===== src/rtl/isc_pkg.sv =====
package isc_pkg;

    localparam int PRIO_W = 8;
    typedef logic [PRIO_W-1:0] prio_t;
    localparam prio_t PRIO_OFF = '1;

    typedef enum logic [1:0] {
        CFG_SET     = 2'd0,
        CFG_DISABLE = 2'd1,
        CFG_ENABLE  = 2'd2,
        CFG_NONE    = 2'd3
    } cfg_op_e;

    typedef struct packed {
        logic asserted;
        logic sent;
        logic rejected;
        logic held;
    } src_flags_t;

    function automatic logic num_in_window(input logic [31:0] num,
                                           input logic [31:0] base,
                                           input logic [31:0] count);
        return (num >= base) && (num < base + count);
    endfunction

    function automatic logic level_ready(input src_flags_t fl, input prio_t pr);
        return fl.asserted && !fl.sent && (pr != PRIO_OFF);
    endfunction

endpackage


===== src/rtl/isc_src_slot.sv =====
module isc_src_slot
    import isc_pkg::*;
#(
    parameter int SRV_W    = 4,
    parameter bit IS_LEVEL = 1'b0
) (
    input  logic             clk,
    input  logic             rst,
    input  logic             src_i,
    input  logic             grant_i,
    input  logic             rej_hit_i,
    input  logic             eoi_hit_i,
    input  logic             cfg_hit_i,
    input  cfg_op_e          cfg_op_i,
    input  logic [SRV_W-1:0] cfg_server_i,
    input  prio_t            cfg_prio_i,
    input  logic             scan_hit_i,
    output logic             pend_o,
    output logic [SRV_W-1:0] server_o,
    output prio_t            prio_o
);

    logic [SRV_W-1:0] srv_q, srv_n;
    prio_t            prio_q, prio_n, save_q, save_n;
    src_flags_t       fl_q, fl_n;
    logic             pend_q, pend_n;

    // Events are applied in a fixed order so that same-cycle hits compose.
    always_comb begin
        srv_n  = srv_q;
        prio_n = prio_q;
        save_n = save_q;
        fl_n   = fl_q;
        pend_n = pend_q;

        if (grant_i) pend_n = 1'b0;

        if (rej_hit_i) begin
            fl_n.rejected = 1'b1;
            fl_n.sent     = 1'b0;
        end

        if (eoi_hit_i && IS_LEVEL) fl_n.sent = 1'b0;

        if (cfg_hit_i) begin
            case (cfg_op_i)
                CFG_SET: begin
                    srv_n  = cfg_server_i;
                    prio_n = cfg_prio_i;
                    save_n = cfg_prio_i;
                end
                CFG_DISABLE: begin
                    save_n = prio_q;
                    prio_n = PRIO_OFF;
                end
                CFG_ENABLE: begin
                    prio_n = save_q;
                end
                default: ;
            endcase
            if (IS_LEVEL) begin
                if (level_ready(fl_n, prio_n)) begin
                    fl_n.sent = 1'b1;
                    pend_n    = 1'b1;
                end
            end else if (fl_n.held && (prio_n != PRIO_OFF)) begin
                fl_n.held = 1'b0;
                pend_n    = 1'b1;
            end
        end

        if (scan_hit_i) begin
            if (IS_LEVEL) begin
                if (level_ready(fl_n, prio_n)) begin
                    fl_n.sent = 1'b1;
                    pend_n    = 1'b1;
                end
            end else if (fl_n.rejected) begin
                fl_n.rejected = 1'b0;
                if (prio_n != PRIO_OFF) pend_n = 1'b1;
            end
        end

        if (IS_LEVEL) begin
            fl_n.asserted = src_i;
            if (src_i && !fl_q.asserted && level_ready(fl_n, prio_n)) begin
                fl_n.sent = 1'b1;
                pend_n    = 1'b1;
            end
        end else if (src_i) begin
            if (prio_n == PRIO_OFF) fl_n.held = 1'b1;
            else                    pend_n    = 1'b1;
        end

        // A waiting offer cannot leave once its priority is masked.
        if (pend_n && (prio_n == PRIO_OFF)) begin
            pend_n = 1'b0;
            if (IS_LEVEL) fl_n.sent = 1'b0;
            else          fl_n.held = 1'b1;
        end
    end

    always_ff @(posedge clk) begin
        if (rst) begin
            srv_q  <= '0;
            prio_q <= PRIO_OFF;
            save_q <= PRIO_OFF;
            fl_q   <= '0;
            pend_q <= 1'b0;
        end else begin
            srv_q  <= srv_n;
            prio_q <= prio_n;
            save_q <= save_n;
            fl_q   <= fl_n;
            pend_q <= pend_n;
        end
    end

    assign pend_o   = pend_q;
    assign server_o = srv_q;
    assign prio_o   = prio_q;


    pend_live_chk: assert property (@(posedge clk) disable iff (rst)
        pend_q |-> (prio_q != PRIO_OFF));


    held_masked_chk: assert property (@(posedge clk) disable iff (rst)
        fl_q.held |-> (prio_q == PRIO_OFF));


    level_sent_chk: assert property (@(posedge clk) disable iff (rst)
        (IS_LEVEL && $rose(fl_q.sent)) |-> pend_q);

endmodule


===== src/rtl/isc_pick.sv =====
module isc_pick #(
    parameter int N = 8,
    localparam int IDX_W = (N > 1) ? $clog2(N) : 1
) (
    input  logic [N-1:0]     req_i,
    output logic [N-1:0]     grant_o,
    output logic [IDX_W-1:0] idx_o,
    output logic             any_o
);

    always_comb begin
        logic found;
        found   = 1'b0;
        grant_o = '0;
        idx_o   = '0;
        for (int i = 0; i < N; i++) begin
            if (req_i[i] && !found) begin
                found      = 1'b1;
                grant_o[i] = 1'b1;
                idx_o      = IDX_W'(i);
            end
        end
    end

    assign any_o = |req_i;

endmodule


===== src/rtl/isc_resend_walk.sv =====
module isc_resend_walk #(
    parameter int N = 8,
    localparam int IDX_W = (N > 1) ? $clog2(N) : 1,
    localparam logic [IDX_W-1:0] LAST = IDX_W'(N - 1)
) (
    input  logic         clk,
    input  logic         rst,
    input  logic         req_i,
    output logic         busy_o,
    output logic [N-1:0] hit_o
);

    logic             busy_q;
    logic [IDX_W-1:0] idx_q;

    always_ff @(posedge clk) begin
        if (rst) begin
            busy_q <= 1'b0;
            idx_q  <= '0;
        end else if (!busy_q) begin
            if (req_i) begin
                busy_q <= 1'b1;
                idx_q  <= '0;
            end
        end else if (idx_q == LAST) begin
            busy_q <= 1'b0;
        end else begin
            idx_q <= idx_q + 1'b1;
        end
    end

    always_comb begin
        hit_o = '0;
        if (busy_q) hit_o[idx_q] = 1'b1;
    end

    assign busy_o = busy_q;


    walk_end_chk: assert property (@(posedge clk) disable iff (rst)
        (busy_q && idx_q == LAST) |=> !busy_q);


    walk_hold_chk: assert property (@(posedge clk) disable iff (rst)
        (busy_q && idx_q != LAST) |=> busy_q);


    walk_start_chk: assert property (@(posedge clk) disable iff (rst)
        $rose(busy_q) |-> (idx_q == '0));

endmodule


===== src/rtl/irq_source_ctrl.sv =====
module irq_source_ctrl
    import isc_pkg::*;
#(
    parameter int                 NUM_SRC    = 8,
    parameter int                 NUM_W      = 12,
    parameter int                 SRV_W      = 4,
    parameter int                 BASE       = 64,
    parameter logic [NUM_SRC-1:0] LEVEL_MASK = NUM_SRC'('hF0)
) (
    input  logic               clk,
    input  logic               rst,
    input  logic [NUM_SRC-1:0] src_i,
    input  logic               rej_vld_i,
    input  logic [NUM_W-1:0]   rej_num_i,
    input  logic               eoi_vld_i,
    input  logic [NUM_W-1:0]   eoi_num_i,
    input  logic               resend_req_i,
    input  logic               cfg_vld_i,
    input  logic [1:0]         cfg_op_i,
    input  logic [NUM_W-1:0]   cfg_num_i,
    input  logic [SRV_W-1:0]   cfg_server_i,
    input  logic [7:0]         cfg_prio_i,
    output logic               offer_vld_o,
    output logic [SRV_W-1:0]   offer_server_o,
    output logic [NUM_W-1:0]   offer_num_o,
    output logic [7:0]         offer_prio_o,
    output logic               busy_o,
    output logic               cfg_bad_o
);

    localparam int IDX_W = (NUM_SRC > 1) ? $clog2(NUM_SRC) : 1;
    localparam logic [NUM_W-1:0] BASE_N = NUM_W'(BASE);

    logic             rej_ok, eoi_ok, cfg_ok;
    logic [IDX_W-1:0] rej_idx, eoi_idx, cfg_idx;
    logic [NUM_W-1:0] rej_off, eoi_off, cfg_off;
    cfg_op_e          cfg_op;

    assign rej_ok  = rej_vld_i && num_in_window(32'(rej_num_i), 32'(BASE), 32'(NUM_SRC));
    assign eoi_ok  = eoi_vld_i && num_in_window(32'(eoi_num_i), 32'(BASE), 32'(NUM_SRC));
    assign cfg_ok  = cfg_vld_i && num_in_window(32'(cfg_num_i), 32'(BASE), 32'(NUM_SRC));
    assign rej_off = rej_num_i - BASE_N;
    assign eoi_off = eoi_num_i - BASE_N;
    assign cfg_off = cfg_num_i - BASE_N;
    assign rej_idx = rej_off[IDX_W-1:0];
    assign eoi_idx = eoi_off[IDX_W-1:0];
    assign cfg_idx = cfg_off[IDX_W-1:0];
    assign cfg_op  = cfg_op_e'(cfg_op_i);

    logic [NUM_SRC-1:0] slot_pend, grant, scan_hit;
    logic [SRV_W-1:0]   slot_srv  [NUM_SRC];
    prio_t              slot_prio [NUM_SRC];
    logic [IDX_W-1:0]   pick_idx;
    logic               pick_any;

    isc_resend_walk #(.N(NUM_SRC)) u_walk (
        .clk    (clk),
        .rst    (rst),
        .req_i  (resend_req_i),
        .busy_o (busy_o),
        .hit_o  (scan_hit)
    );

    for (genvar i = 0; i < NUM_SRC; i++) begin : g_src
        isc_src_slot #(
            .SRV_W    (SRV_W),
            .IS_LEVEL (LEVEL_MASK[i])
        ) u_slot (
            .clk          (clk),
            .rst          (rst),
            .src_i        (src_i[i]),
            .grant_i      (grant[i]),
            .rej_hit_i    (rej_ok && (rej_idx == IDX_W'(i))),
            .eoi_hit_i    (eoi_ok && (eoi_idx == IDX_W'(i))),
            .cfg_hit_i    (cfg_ok && (cfg_idx == IDX_W'(i))),
            .cfg_op_i     (cfg_op),
            .cfg_server_i (cfg_server_i),
            .cfg_prio_i   (cfg_prio_i),
            .scan_hit_i   (scan_hit[i]),
            .pend_o       (slot_pend[i]),
            .server_o     (slot_srv[i]),
            .prio_o       (slot_prio[i])
        );
    end

    isc_pick #(.N(NUM_SRC)) u_pick (
        .req_i   (slot_pend),
        .grant_o (grant),
        .idx_o   (pick_idx),
        .any_o   (pick_any)
    );

    assign offer_vld_o    = pick_any;
    assign offer_server_o = slot_srv[pick_idx];
    assign offer_prio_o   = slot_prio[pick_idx];
    assign offer_num_o    = BASE_N + NUM_W'(pick_idx);

    logic cfg_bad_q;
    always_ff @(posedge clk) begin
        if (rst) cfg_bad_q <= 1'b0;
        else     cfg_bad_q <= cfg_vld_i && !cfg_ok;
    end
    assign cfg_bad_o = cfg_bad_q;


    one_offer_chk: assert property (@(posedge clk) disable iff (rst)
        $onehot0(grant) && ((grant & ~slot_pend) == '0));


    offer_unmasked_chk: assert property (@(posedge clk) disable iff (rst)
        offer_vld_o |-> (offer_prio_o != PRIO_OFF));


    offer_window_chk: assert property (@(posedge clk) disable iff (rst)
        offer_vld_o |-> num_in_window(32'(offer_num_o), 32'(BASE), 32'(NUM_SRC)));


    cfg_good_chk: assert property (@(posedge clk) disable iff (rst)
        (cfg_vld_i && num_in_window(32'(cfg_num_i), 32'(BASE), 32'(NUM_SRC))) |=> !cfg_bad_o);

endmodule


===== config.mk =====
export PLATFORM = sky130hd
export DESIGN_NAME = irq_source_ctrl
export DESIGN_NICKNAME = d
export VERILOG_FILES = /design/src/rtl/isc_pkg.sv /design/src/rtl/isc_src_slot.sv /design/src/rtl/isc_pick.sv /design/src/rtl/isc_resend_walk.sv /design/src/rtl/irq_source_ctrl.sv
export SDC_FILE = /design/constraint.sdc
export NUM_CORES = 1
export LEC_CHECK = 0
export BUFFER_PORTS_ARGS = -buffer_cell sky130_fd_sc_hd__clkbuf_2
export CAP_MARGIN = 5
export CORE_MARGIN = 3
export CORE_UTILIZATION = 50
export DETAILED_ROUTE_END_ITERATION = 12
export PLACE_DENSITY_LB_ADDON = 0.25
export SLEW_MARGIN = 20
export SYNTH_ARGS = -nofsm -noshare
export SYNTH_HDL_FRONTEND = slang
export SYNTH_HIERARCHICAL = 1
export SYNTH_SLANG_ARGS = --single-unit

===== constraint.sdc =====
create_clock -name clk -period 5.7 [get_ports clk]
set_input_delay 0.285 -clock clk [delete_from_list [all_inputs] [get_ports clk]]
set_output_delay 0.285 -clock clk [all_outputs]
set_load 0.1 [all_outputs]

After elaboration in Yosys (flattened, before gate mapping)
Index checks and enable logic that the tools add are counted.
Operators by class
  magnitude comparators: 9
  add/sub/neg operators: 5
  muxes and demuxes: 176
  bitwise logic cells: 1
  equal/unequal tests: 46
  reductions and logical operators: 138
Operators with widths (count)
  $pmux W8 S3: 8
  $mux W8: 19
  $ne A8 B8 Y1 const B: 16
  $pmux W8 S2: 8
  $mux W1: 119
  $logic_and A1 B1 Y1: 79
  $eq A8 B8 Y1 const B: 8
  $eq A3 B3 Y1 const B: 13
  $ge A12 B7 Y1 const B: 3
  $lt A12 B7 Y1 const B: 3
  $reduce_and A2 Y1: 17
  $bmux W8 S3: 1
  $logic_not A1 Y1: 24
  $reduce_or A2 Y1: 12
  $mux W3: 7
  $mux W2: 10
  $bmux W4 S3: 1
  $eq A3 B2 Y1 const B: 4
  $sub A3 B1 Y3 const B: 3
  $add A7 B3 Y8 const A: 1
  $mux W4: 2
  $reduce_or A8 Y1: 1
  $eq A3 B1 Y1 const B: 2
  $logic_not A3 Y1: 2
  other kinds (11): 12
Storage, ports and cells
  register bits after elaboration: 193
  output and inout port bits: 27

Longest topological paths before layout
Gate-level depths: netlist (run 1).
  depth after elaboration: 30
  depth in mapped cells: 10
  gate-level depth less buffers: 7

Modules after synthesis
Netlist (run 1), hierarchy kept.
By module, submodules not included
  isc_src_slot at g_src[0].u_slot ...: sequential area each 460.4 um^2, cells an instance 150, area each 1383.8 um^2, times used 4
  isc_src_slot at g_src[4].u_slot ...: sequential area each 460.4 um^2, cells an instance 139, area each 1194.9 um^2, times used 4
  irq_source_ctrl: sequential area each 20.0 um^2, cells an instance 123, area each 1366.3 um^2, times used 1
  isc_resend_walk: sequential area each 80.1 um^2, cells an instance 31, area each 260.2 um^2, times used 1
  isc_pick: sequential area each 0.0 um^2, cells an instance 22, area each 150.1 um^2, times used 1

Least setup slack after synthesis (run 1)
Ideal clock, no wire load.
  path type: register to output
  start: reg g_src[4].u_slot.pend_q
  end: out offer_prio_o[0]
  buffers on the path: 1
  path slack: 1.277 ns
  data required time: 5.415 ns
  arrival: 4.138 ns
  cell stages (with the launch flop): 6
  cells stage by stage: dfxtp_1 -> nor2_1 -> o21ai_0 -> a211oi_1 -> clkbuf_1 -> mux2_2
On the way
  word-level cells in the longest chain between the ends: 15
Ends and longest elaborated chain
  from (decl): line isc_src_slot.sv:26  | logic pend_q, pend_n;
  from (signal assigned): line isc_src_slot.sv:115  | pend_q <= pend_n;
  $logic_and A1 B1 Y1 (*): line isc_pick.sv:17  | if (req_i[i] && !found) begin
  $mux W1: line isc_pick.sv:17
  $logic_not A1 Y1: line isc_pick.sv:17
  $logic_and A1 B1 Y1: line isc_pick.sv:17
  $mux W1: line isc_pick.sv:17
  $logic_not A1 Y1: line isc_pick.sv:17
  $logic_and A1 B1 Y1: line isc_pick.sv:17
  $mux W1: line isc_pick.sv:17
  $logic_not A1 Y1: line isc_pick.sv:17
  $logic_and A1 B1 Y1: line isc_pick.sv:17
  $mux W3 (*): line isc_pick.sv:17
  $not A3 Y4 (not written as such) (*): line irq_source_ctrl.sv:95  | assign offer_prio_o = slot_prio[pick_idx];
  $bmux W8 S3 (*): line irq_source_ctrl.sv:95
  $mux W8 (not written as such) (*) (2 in series): line irq_source_ctrl.sv:95
  to (decl): line irq_source_ctrl.sv:26  | output logic [7:0] offer_prio_o,
Mark *: on every way between the ends. The rest lies on a longest branch, timed or not. The select of a mux whose other input is x is not followed.

Worst setup path in the final report (run 1)
  start: reg g_src[2].u_slot.pend_q
  end: out offer_prio_o[6]
On the way
  word-level cells in the longest chain between the ends: 21
Ends and longest elaborated chain (line)
  from (decl): isc_src_slot.sv:26
  from (signal assigned): isc_src_slot.sv:115
  $logic_and A1 B1 Y1 (*): isc_pick.sv:17
  $mux W1: isc_pick.sv:17
  $logic_not A1 Y1: isc_pick.sv:17
  $logic_and A1 B1 Y1: isc_pick.sv:17
  $mux W1: isc_pick.sv:17
  $logic_not A1 Y1: isc_pick.sv:17
  $logic_and A1 B1 Y1: isc_pick.sv:17
  $mux W1: isc_pick.sv:17
  [... 4 more ...]
  $logic_and A1 B1 Y1: isc_pick.sv:17
  $mux W1: isc_pick.sv:17
  $logic_not A1 Y1: isc_pick.sv:17
  $logic_and A1 B1 Y1: isc_pick.sv:17
  $mux W3 (*): isc_pick.sv:17
  $not A3 Y4 (not written as such) (*): irq_source_ctrl.sv:95
  $bmux W8 S3 (*): irq_source_ctrl.sv:95
  $mux W8 (not written as such) (*) (2 in series): irq_source_ctrl.sv:95
Marked as above.

==> results by group, run 1 <==
Worst setup path
  • Crit path launch type: register
  • Worst setup startpoint: g_src[2].u_slot/pend_o
  • Crit path to: offer_prio_o[6]
  • Worst R2R Path Depth: 4
  • Worst EP required: around 5.4 ns
  • Critical Path Sink Type: primary output
  • Worst reg2reg setup slack: 3.82 ns
  • RR Startpoint: g_src[0].u_slot/prio_o[5]
  • Reg-to-Reg End: g_src[0].u_slot/fl_q[0]
  • Critical path type: reg -> out
  • Crit path max fanout: 15
  • Crit path DAT: approximately 3.6 ns

Die
  • Full die area: approximately 0.026 mm2
  • Top-level port count: slightly above 90
  • Area of the core: 0.0235 mm2
  • Initial Util: roughly half
  • Die X: 161 um
  • Die H: 161 um
  • Row cnt: 56

Cells and area
  • Fin nets: 1400
  • Area grow syn2layout: 7.10%
  • Layout cells sized above 1: between 10% and 20%

Timing
  • Final Skew: 0.00927 ns
  • Hold_ws: around 0.070 ns
  • Final critical-path share of the clock period: between 60 and 70%
  • Final hold violation count: 0
  • Crit path time final: about 4 ns
  • Peak Freq: between 200 and 300 MHz
  • Slew Viols, Final: 0
  • Slew @ Worst Pin: about 1.0 ns
  • RSZ-0062 raised after global routing: no
  • Setup TNS: 0 ns
  • Setup ws final: between 1.5 and 2 ns
  • Max-slew headroom: about 30%
  • Finish-stage setup viols: 0

Clocking
  • Cts repair resizes: 0
  • Clock Tree Root: clkbuf_16
  • Number of CTS-inserted buffers: 17
  • H-tree levels: 4
  • CTS tree: built
  • Hold Buf Count CTS: 0
  • Worst-Skew Late Latency: between 0.4 and 0.5 ns
  • Clock buffer depth: 2
  • Post-CTS Setup Bufs: 0
  • Clock transition at path regs: around 0.07 ns
  • Sink Count: about 190

GRT
  • First-pass GRT wire length: between 50 and 60 mm
  • Tot GR Track Use: around a quarter
  • Grt ovf: 0
  • Largest net degree at the start of global routing: 137
  • Vias in the first global route: approximately 9600
  • Initial antenna violation count: 3

Min path
  • HP Class: in -> reg

Power
  • Cell Pwr Density: 219 mW/mm2
  • Worst vdd ir: roughly 0.18 mV
  • Pleak: a little over 5 nW

Placement
  • Hpwl dp: about 23 mm
  • Routability cong.: 0.903
  • PortBufs: around 80
  • Pre-CTS setup slack: roughly 2.2 ns

Logic synthesis
  • Post-Syn Instances: 1324
  • YS warnings: 6
  • Syn avg cell area: 9.09 um2
  • Synthesized area: around 0.012 mm2

Flow run
  • Max cap viols: 0

Detailed routing
  • Final WL: between 30 and 40 mm
  • WL per Instance: about 21 um
  • Antenna-violating nets left: 0
  • DR iter-0 viols: between 1000 and 1500
  • DRC: 0
  • Via density: 6.38
  • DRT Pass-1 Iters: 8
  • Via count: 10600

Status
  • Status: complete, no violations
[flip-flops by register name, indices dropped and copies added (netlist names)]
name,flops
cfg_bad_o,1
u_walk/idx_q,3
g_src.u_slot/pend_o,8
g_src.u_slot/server_o,32
g_src.u_slot/fl_q,16
g_src.u_slot/prio_o,64
g_src.u_slot/save_q,64
u_walk/busy_o,1
[layout make-up]
class | instances | area [um2]
repair buffers | 98 | 559
flip-flops and latches | 189 | 3780
multi-input cells | 1012 | 7490
clock buffers | 18 | 439
fillers | 2153 | 10700
inverters | 16 | 60.1
well taps | 319 | 399
clock inverters | 14 | 153
diodes | 1 | 2.50
[worst min-delay path by stage]
stage                                        to  slack, ns  cells past startpoint                         from
floorplan           g_src[4].u_slot/server_o[0]       0.35                      1                          rst
global placement        g_src[2].u_slot/fl_q[1]       0.46                      2      g_src[2].u_slot/fl_q[1]
detailed placement  g_src[7].u_slot/server_o[1]       0.47                      2  g_src[7].u_slot/server_o[1]
CTS                     g_src[4].u_slot/fl_q[3]       0.07                      2                     src_i[4]
global route            g_src[4].u_slot/fl_q[3]       0.09                      2                     src_i[4]
finish                  g_src[4].u_slot/fl_q[3]       0.07                      2                     src_i[4]
[stage by stage]
stage	util, %	cells	power (mW)	area (um2)
6_report	54.8	1667	2.82	12900
5_1_grt	54.8	1667	2.90	12900
4_1_cts	54.7	1666	2.83	12900
3_5_place_dp	52.2	1634	1.63	12300
3_3_place_gp	52.2	1634	1.63	12300
2_1_floorplan	-	1331	1.55	12100
[power by group]
part / switching (mW) / leakage, nW / internal [mW]
Combinational: 0.192 / 3.27 / 0.0813
Sequential: 0.00540 / 1.53 / 1.33
Clock: 0.581 / 0.283 / 0.633
Total: 0.778 / 5.09 / 2.04
[metal layers]
| metal | GRT usage, % | vias up | share of wire [%] |
|---|---|---|---|
| met5 | 0 | - | 0.045 |
| met4 | 8.02 | 2 | 2.4 |
| met3 | 6.41 | 67 | 9.7 |
| met2 | 40.7 | 473 | 44 |
| met1 | 36.6 | 5066 | 44 |
| li1 | - | 5022 | - |
[layout by cell type (no fill, tap or decap), types with 9 or more instances in the layout]
master and n:
nor2_1 131, nor4_1 40, buf_4 18, clkbuf_16 17, clkbuf_2 78, nor2b_1 15
nand2_1 122, nor4_2 20, nor4bb_1 32, a21oi_1 37, nand4b_1 11, nor3_1 18
and3b_1 32, a211o_1 32, nor3b_1 13, or2_2 33, nand3_1 27, dfxtp_1 189
inv_1 16, nor4b_1 33, mux4_1 21, o21ai_0 50, o22ai_1 20, conb_1 9
mux2i_1 72, nand4_1 21, nand2b_1 16, o211ai_1 28, mux2_2 32
[worst max-delay path, stage by stage (launching register included)]
cell and delay (ns):
dfxtp_1 0.38, nor4_4 0.40, and4b_1 0.27, a21o_1 0.47
buf_4 0.37, mux4_1 0.64, mux2_2 0.30, clkbuf_2 0.37
Power figures use the tool's default switching activity.
==> run 2: changes to the inputs <==
--- a/config.mk
+++ b/config.mk
@@ -5,6 +5,7 @@
 export SDC_FILE = /design/constraint.sdc
 export NUM_CORES = 1
 export LEC_CHECK = 0
+export ABC_AREA = 1
 export BUFFER_PORTS_ARGS = -buffer_cell sky130_fd_sc_hd__clkbuf_2
 export CAP_MARGIN = 5
 export CORE_MARGIN = 3
==> constraint.sdc (replaced) <==
create_clock -name clk -period 3.95 [get_ports clk]
set_input_delay 0.1975 -clock clk [delete_from_list [all_inputs] [get_ports clk]]
set_output_delay 0.1975 -clock clk [all_outputs]
set_load 0.1 [all_outputs]
==> run 2 against run 1 <==
  * Clock-buffer cell count stayed put
  * Combinational power rose by 55%
  * Die area grew 2.9%
  * Routed wire length rose by 4.5%
  * Design area is 6.0% higher
  * Clock skew up 0.0027 ns
  * Via count increased by 22%
  * Critical endpoint is now offer_prio_o[4]
  * Synthesized cell count grew 60%
  * Highest routed layer is now met4
==> results by group, run 2 <==
Status
  • Status: complete, no violations

Clocking
  • Worst-Skew Late Latency: 0.44 ns (about the same)
  • Number of CTS-inserted buffers: 17 (unchanged)
  • Clock transition at path regs: 0.07 ns (about the same)
  • Clock buffer depth: 2 (unchanged)
  • H-tree levels: 4 (unchanged)
  • CTS tree: built
  • Clock Tree Root: clkbuf_16
  • Sink Count: 189 (unchanged)

Logic synthesis
  • Syn avg cell area: 5.84 um2 (-36%)
  • Synthesized area: 0.0124 mm2 (+3.0%)
  • Post-Syn Instances: 2122 (+60%)
  • YS warnings: 6 (unchanged)

Worst setup path
  • Worst setup startpoint: g_src[0].u_slot/pend_o
  • Worst R2R Path Depth: 12 (+8)
  • Cell Chain, Critical Path: nor2_4, nand3_1, o21ai_1, nor2_1, nand2_1, inv_2, nand2_1, nand2_1, nand2_1, nand2_1, nand2_1, nand2_1, buf_12
  • Critical-path cell with the highest stage delay: inv_2
  • Delay-heaviest family, CP: simple AND/OR/NAND/NOR gates
  • Crit path launch type: register
  • Critical path type: reg -> out
  • Crit path max fanout: 48 (+33)
  • Critical Path Sink Type: primary output
  • Buf/Inv on CP: 2 (unchanged)
  • Most used cell, CP: nand2_1
  • RR Startpoint: g_src[0].u_slot/pend_o
  • Worst EP required: 3.75 ns (-1.66 ns)
  • WP depth: 13 (+6)
  • Crit path DAT: 2.94 ns (-0.70 ns)
  • CP peak stage delay: 0.58 ns (-0.06 ns)

Power
  • P_sw: 1.13 mW (+45%)
  • Pleak: 7.91 nW (+56%)
  • Power Internal: 3.04 mW (+49%)
  • Logic pwr share: 10.2% (+0.5 points)
  • Clock network fraction of design power: 43.9% (+0.8 points)
  • Cell Pwr Density: 305 mW/mm2 (+40%)
  • Switching share of power: 27.1% (-0.53 points)
  • Worst vdd ir: 0.231 mV (+28%)
  • Flop pwr share: 46.0% (-1.2 points)

Detailed routing
  • Via density: 5.18 (-19%)
  • DRC: 0 (unchanged)
  • DRT Pass-1 Iters: 5 (-3)
  • WL per Instance: 14.7 um (-30%)
  • Antenna-violating nets left: 0 (unchanged)
  • Via count: 13000 (+22%)
  • DR iter-0 viols: 1298 (+13%)
  • Final WL: 36.8 mm (+4.5%)

Timing
  • Setup TNS: 0 ns (unchanged)
  • Slew Viols, Final: 0 (unchanged)
  • Crit path time final: about 3.1 ns
  • Final critical-path share of the clock period: about four fifths
  • Peak Freq: 319 MHz
  • Final Skew: 0.0119 ns (+0.00267 ns)
  • RSZ-0062 raised after global routing: no
  • Max-slew headroom: 47.1% (+17 points)
  • Final hold violation count: 0 (unchanged)
  • Finish-stage setup viols: 0 (unchanged)
  • Slew @ Worst Pin: 0.793 ns (-0.250 ns)

GRT
  • Initial antenna violation count: 0 (-3)
  • Largest net degree at the start of global routing: 69 (-50%)
  • First-pass GRT wire length: 58.7 mm (+8.2%)
  • Grt ovf: 0 (unchanged)
  • Tot GR Track Use: 27.3% (+1.0 points)
  • Vias in the first global route: 11500 (+20%)

Die
  • Die H: 163 um (+1.5%)
  • Initial Util: 51.0% (-0.13 points)
  • Top-level port count: 91 (unchanged)
  • Area of the core: 0.0243 mm2 (+3.3%)
  • Die X: 163 um (+1.5%)
  • Full die area: 0.0267 mm2 (+2.9%)
  • Row cnt: 57 (+1.8%)

Placement
  • PortBufs: 81 (unchanged)
  • Routability cong.: 0.918 (+1.7%)
  • Cell total after placement: 2462 (+51%)
  • Hpwl dp: 26.6 mm (+13%)

Cells and area
  • Most frequent cells in the layout: nand2_1 (628), inv_1 (367), nor2_1 (306), dfxtp_1 (189), nand3_1 (162)
  • Fin nets: 2228 (+59%)
  • Area grow syn2layout: 10.2%
  • Commonest non-fill, non-tap cell in the layout: nand2_1
  • Register area: 0.00378 mm2 (unchanged)
  • Area of the multi-input gates: 0.00664 mm2 (-11%)
  • Filler instances: 2446 (+14%)
  • Layout cells sized above 1: 9.15% (-10 points)
  • Non-filler instance count after layout: 2499 (+50%)
  • # diodes: 0 (-1)

Min path
  • Hold_sp: resend_req_i
  • HP Class: in -> reg
  • Min-Delay Path Depth: 3 (+1)

Flow run
  • Max cap viols: 0 (unchanged)
-- run 2: layout make-up --
type | count | share of cell area (%)
Tap cell | 324 | 2.97
Clock inverter | 14 | 1.32
Clock buffer | 18 | 3.21
Timing Repair Buffer | 101 | 5.70
Sequential cell | 189 | 27.7
Inverter | 381 | 10.5
Multi-Input combinational cell | 1472 | 48.6
-- run 2: tightest hold or removal path: stages --
cell      delay, ns
clkbuf_2       0.09
nand2_2        0.09
a21oi_1        0.06
-- run 2: layer usage --
layer	wire length [um]	GRT usage, %
met1	16500	37.6
met2	16500	43.6
met5	0	0
met3	2560	3.55
met4	1270	10.6
-- run 2: power by group through the flow --
stage | combinational [mW] | clock [mW] | sequential, mW
after floorplan | 0.278 | 0 | 1.97
after global placement | 0.409 | 0 | 1.96
after detailed placement | 0.412 | 0 | 1.96
after CTS | 0.417 | 1.86 | 1.92
after global routing | 0.463 | 1.93 | 1.92
final | 0.423 | 1.83 | 1.92
-- run 2: path summary, 6_finish.rpt --
kind / endpoint / slack [ns]
max reg2reg: g_src[7].u_slot/pend_o / 2.38
max: offer_prio_o[4] / 0.81
min: u_walk/busy_o / 0.05
min reg2reg: g_src[3].u_slot/save_q[7] / 0.47
-- run 2: repair_timing --
item | 4_1_cts | 5_1_grt
hold buffers | 5 | 0
endpoints found under the hold margin | 5 | 0
setup buffers | 0 | 0
setup endpoints to repair | 0 | 0
gates resized for setup | 0 | 0
-- run 2: metrics by stage --
step           hold WS, ns  cell area, um2  setup WS, ns  utilization, %  power [mW]
2_1_floorplan        0.267           12400         0.374               -        2.25
3_3_place_gp         0.411           13000          1.07            53.4        2.37
3_5_place_dp         0.423           13000         0.974            53.4        2.37
4_1_cts             0.0393           13700         0.833            56.2        4.19
5_1_grt             0.0490           13700         0.583            56.2        4.31
6_report            0.0520           13700         0.810            56.2        4.17
==> run 3: changes to the inputs <==
==> constraint.sdc (replaced) <==
create_clock -name clk -period 2.9 [get_ports clk]
set_input_delay 0.145 -clock clk [delete_from_list [all_inputs] [get_ports clk]]
set_output_delay 0.145 -clock clk [all_outputs]
set_load 0.1 [all_outputs]
==> run 3 against run 2 <==
  * Setup slack lost 0.65 ns
  * Design area increased by 1.0%
  * Non-clock buffer count up 17
  * Register-to-register slack got worse by 1.1 ns
  * Critical endpoint is now offer_prio_o[1]
  * Largest power group unchanged
  * Highest routed layer unchanged
==> results by group, run 3 (synthesis gave the netlist of run 2 again) <==
GRT
  • Initial antenna violation count: 0 (unchanged)
  • Largest net degree at the start of global routing: 62 (-10%)
  • Vias in the first global route: 11800 (+2.7%)
  • First-pass GRT wire length: 60.4 mm (+3.0%)
  • Tot GR Track Use: 28.3% (+0.93 points)
  • Grt ovf: 0 (unchanged)

Cells and area
  • Layout cells sized above 1: 9.90% (+0.75 points)
  • Post-route cell area: 0.0138 mm2 (+1.0%)
  • Non-filler instance count after layout: 2515 (+0.64%)
  • Most frequent cells in the layout: nand2_1 (626), inv_1 (367), nor2_1 (306), dfxtp_1 (189), nand3_1 (162)
  • Fin nets: 2245 (+0.76%)
  • Commonest non-fill, non-tap cell in the layout: nand2_1
  • # diodes: 0 (unchanged)
  • Area grow syn2layout: 11.3%
  • Final Util: 56.8% (+0.58 points)

Clocking
  • Number of CTS-inserted buffers: 17 (unchanged)
  • Clock transition at path regs: 0.08 ns (about the same)
  • Clock buffer depth: 2 (unchanged)
  • H-tree levels: 4 (unchanged)
  • Clock Tree Root: clkbuf_16
  • Sink Count: 189 (unchanged)
  • CTS tree: built
  • Worst-Skew Late Latency: 0.44 ns (about the same)
  • Post-CTS Setup Bufs: 0 (unchanged)

Detailed routing
  • Via density: 5.27 (+1.7%)
  • Via count: 13300 (+2.3%)
  • M1 WL: 16.7 mm (+1.6%)
  • Wire length on met2: 16.7 mm (+0.91%)
  • WL per Instance: 15.0 um (+2.0%)
  • DR top layer: met4
  • Final WL: 37.8 mm (+2.7%)
  • DRC: 0 (unchanged)
  • Antenna-violating nets left: 0 (unchanged)
  • DR WL met3: 3.25 mm (+27%)
  • DRT Pass-1 Iters: 6 (+1)
  • DR iter-0 viols: 1266 (-2.5%)

Die
  • Initial Util: 51.0% (unchanged)
  • Area of the core: 0.0243 mm2 (unchanged)
  • Full die area: 0.0267 mm2 (unchanged)
  • Top-level port count: 91 (unchanged)
  • Row cnt: 57 (unchanged)
  • Die H: 163 um (unchanged)
  • Die X: 163 um (unchanged)

Power
  • Cell Pwr Density: 406 mW/mm2 (+33%)
  • Logic pwr share: 10.7% (+0.5 points)
  • Flop pwr share: 46.6% (+0.6 points)
  • Pleak: 7.99 nW (+0.93%)
  • Power Internal: 4.04 mW (+33%)
  • Switching share of power: 27.9% (+0.87 points)
  • Clock network fraction of design power: 42.7% (-1.2 points)
  • Worst vdd ir: 0.276 mV (+20%)
  • P_sw: 1.57 mW (+39%)

Timing
  • Final critical-path share of the clock period: between 90% and 100%
  • Peak Freq: around 370 MHz
  • Slew Viols, Final: 0 (unchanged)
  • Setup TNS: 0 ns (unchanged)
  • RSZ-0062 raised after global routing: no
  • Max-slew headroom: 54.8% (+7.7 points)
  • Final hold violation count: 0 (unchanged)
  • Crit path time final: between 2 and 3 ns
  • Finish-stage setup viols: 0 (unchanged)
  • Slew @ Worst Pin: 0.678 ns (-0.114 ns)
  • Setup ws final: 0.163 ns (-0.647 ns)
  • Final Skew: 0.0138 ns (+0.00185 ns)

Worst setup path
  • CP peak stage delay: 0.38 ns (-0.20 ns)
  • Crit path DAT: 2.59 ns (-0.35 ns)
  • Critical Path Sink Type: primary output
  • Critical-path cell with the highest stage delay: dfxtp_1
  • Worst EP required: 2.76 ns (-0.99 ns)
  • Crit path max fanout: 49 (+2.1%)
  • Crit path launch type: register
  • Cell Chain, Critical Path: nor2_4, nand2_4, nor2_4, nand4_2, nand2_2, buf_8, nand2_1, nand2_1, nand2_1, nand2_1, nand2_1, nand2_1, buf_12
  • Most used cell, CP: nand2_1
  • Critical path type: reg -> out

Placement
  • Routability cong.: 0.923 (+0.60%)
  • Pre-CTS setup slack: 0.478 ns (-0.495 ns)
  • PortBufs: 81 (unchanged)
  • Area after DPL: 0.0131 mm2 (+1.1%)
  • Cell total after placement: 2478 (+0.65%)
  • Hpwl dp: 27.5 mm (+3.4%)

Flow run
  • Max cap viols: 0 (unchanged)

Min path
  • HP Class: in -> reg

Status
  • Status: complete, no violations
run 3: cell types whose count changed in the layout (fill, tap and decap cells not counted), moves of 2 or more:
cell,previous run,this run
inv_4,1,3
buf_4,15,29
inv_2,7,5
nand2_1,628,626
run 3: per-layer routing:
metal  up-vias  track usage (%)
met5         -                0
met4         0             10.0
met3        80             4.11
met2       562             44.4
met1      5946             39.6
li1       6666                -
run 3: final cells by class:
class,count,area (um2)
fillers,2415,10500
multi-input cells,1472,6660
flip-flops and latches,189,3780
inverters,381,1440
repair buffers,118,928
clock buffers,17,425
well taps,324,405
clock inverters,14,161
run 3: final timing paths:
kind / from / end / slack (ns) / depth (start not counted)
worst max register to register: g_src[5].u_slot/prio_o[1] / g_src[5].u_slot/pend_o / 1.31 / 11
worst min register to register: g_src[2].u_slot/fl_q[0] / g_src[2].u_slot/fl_q[0] / 0.46 / 2
worst max-delay path: g_src[0].u_slot/pend_o / offer_prio_o[1] / 0.16 / 13
worst min-delay path: cfg_num_i[5] / cfg_bad_o / 0.05 / 5
run 3: repair_timing:
item                                   CTS  global route
endpoints found under the hold margin    6             0
hold buffers                             6             0
gates resized for setup                  1             7
setup endpoints to repair                1            12
run 3: metrics by stage:
| stage | hold slack [ns] | power (mW) |
|---|---|---|
| final | 0.0471 | 5.61 |
| after global routing | 0.0677 | 5.80 |
| after CTS | 0.00955 | 5.64 |
| after detailed placement | 0.373 | 3.25 |
| after global placement | 0.364 | 3.25 |
| after floorplan | 0.214 | 3.06 |
run 3: power groups by stage:
stage,logic [mW],clock network (mW),registers [mW]
5_1_grt,0.654,2.54,2.61
2_1_floorplan,0.379,0,2.68
6_report,0.600,2.40,2.61
4_1_cts,0.590,2.44,2.61
3_3_place_gp,0.578,0,2.67
3_5_place_dp,0.581,0,2.67
run 3: worst max-delay path: cells and delay by family (launching register included):
kind	cells	cell delay (ns)
flops	1	0.38
buf+inv	2	0.49
simple gates	11	1.28
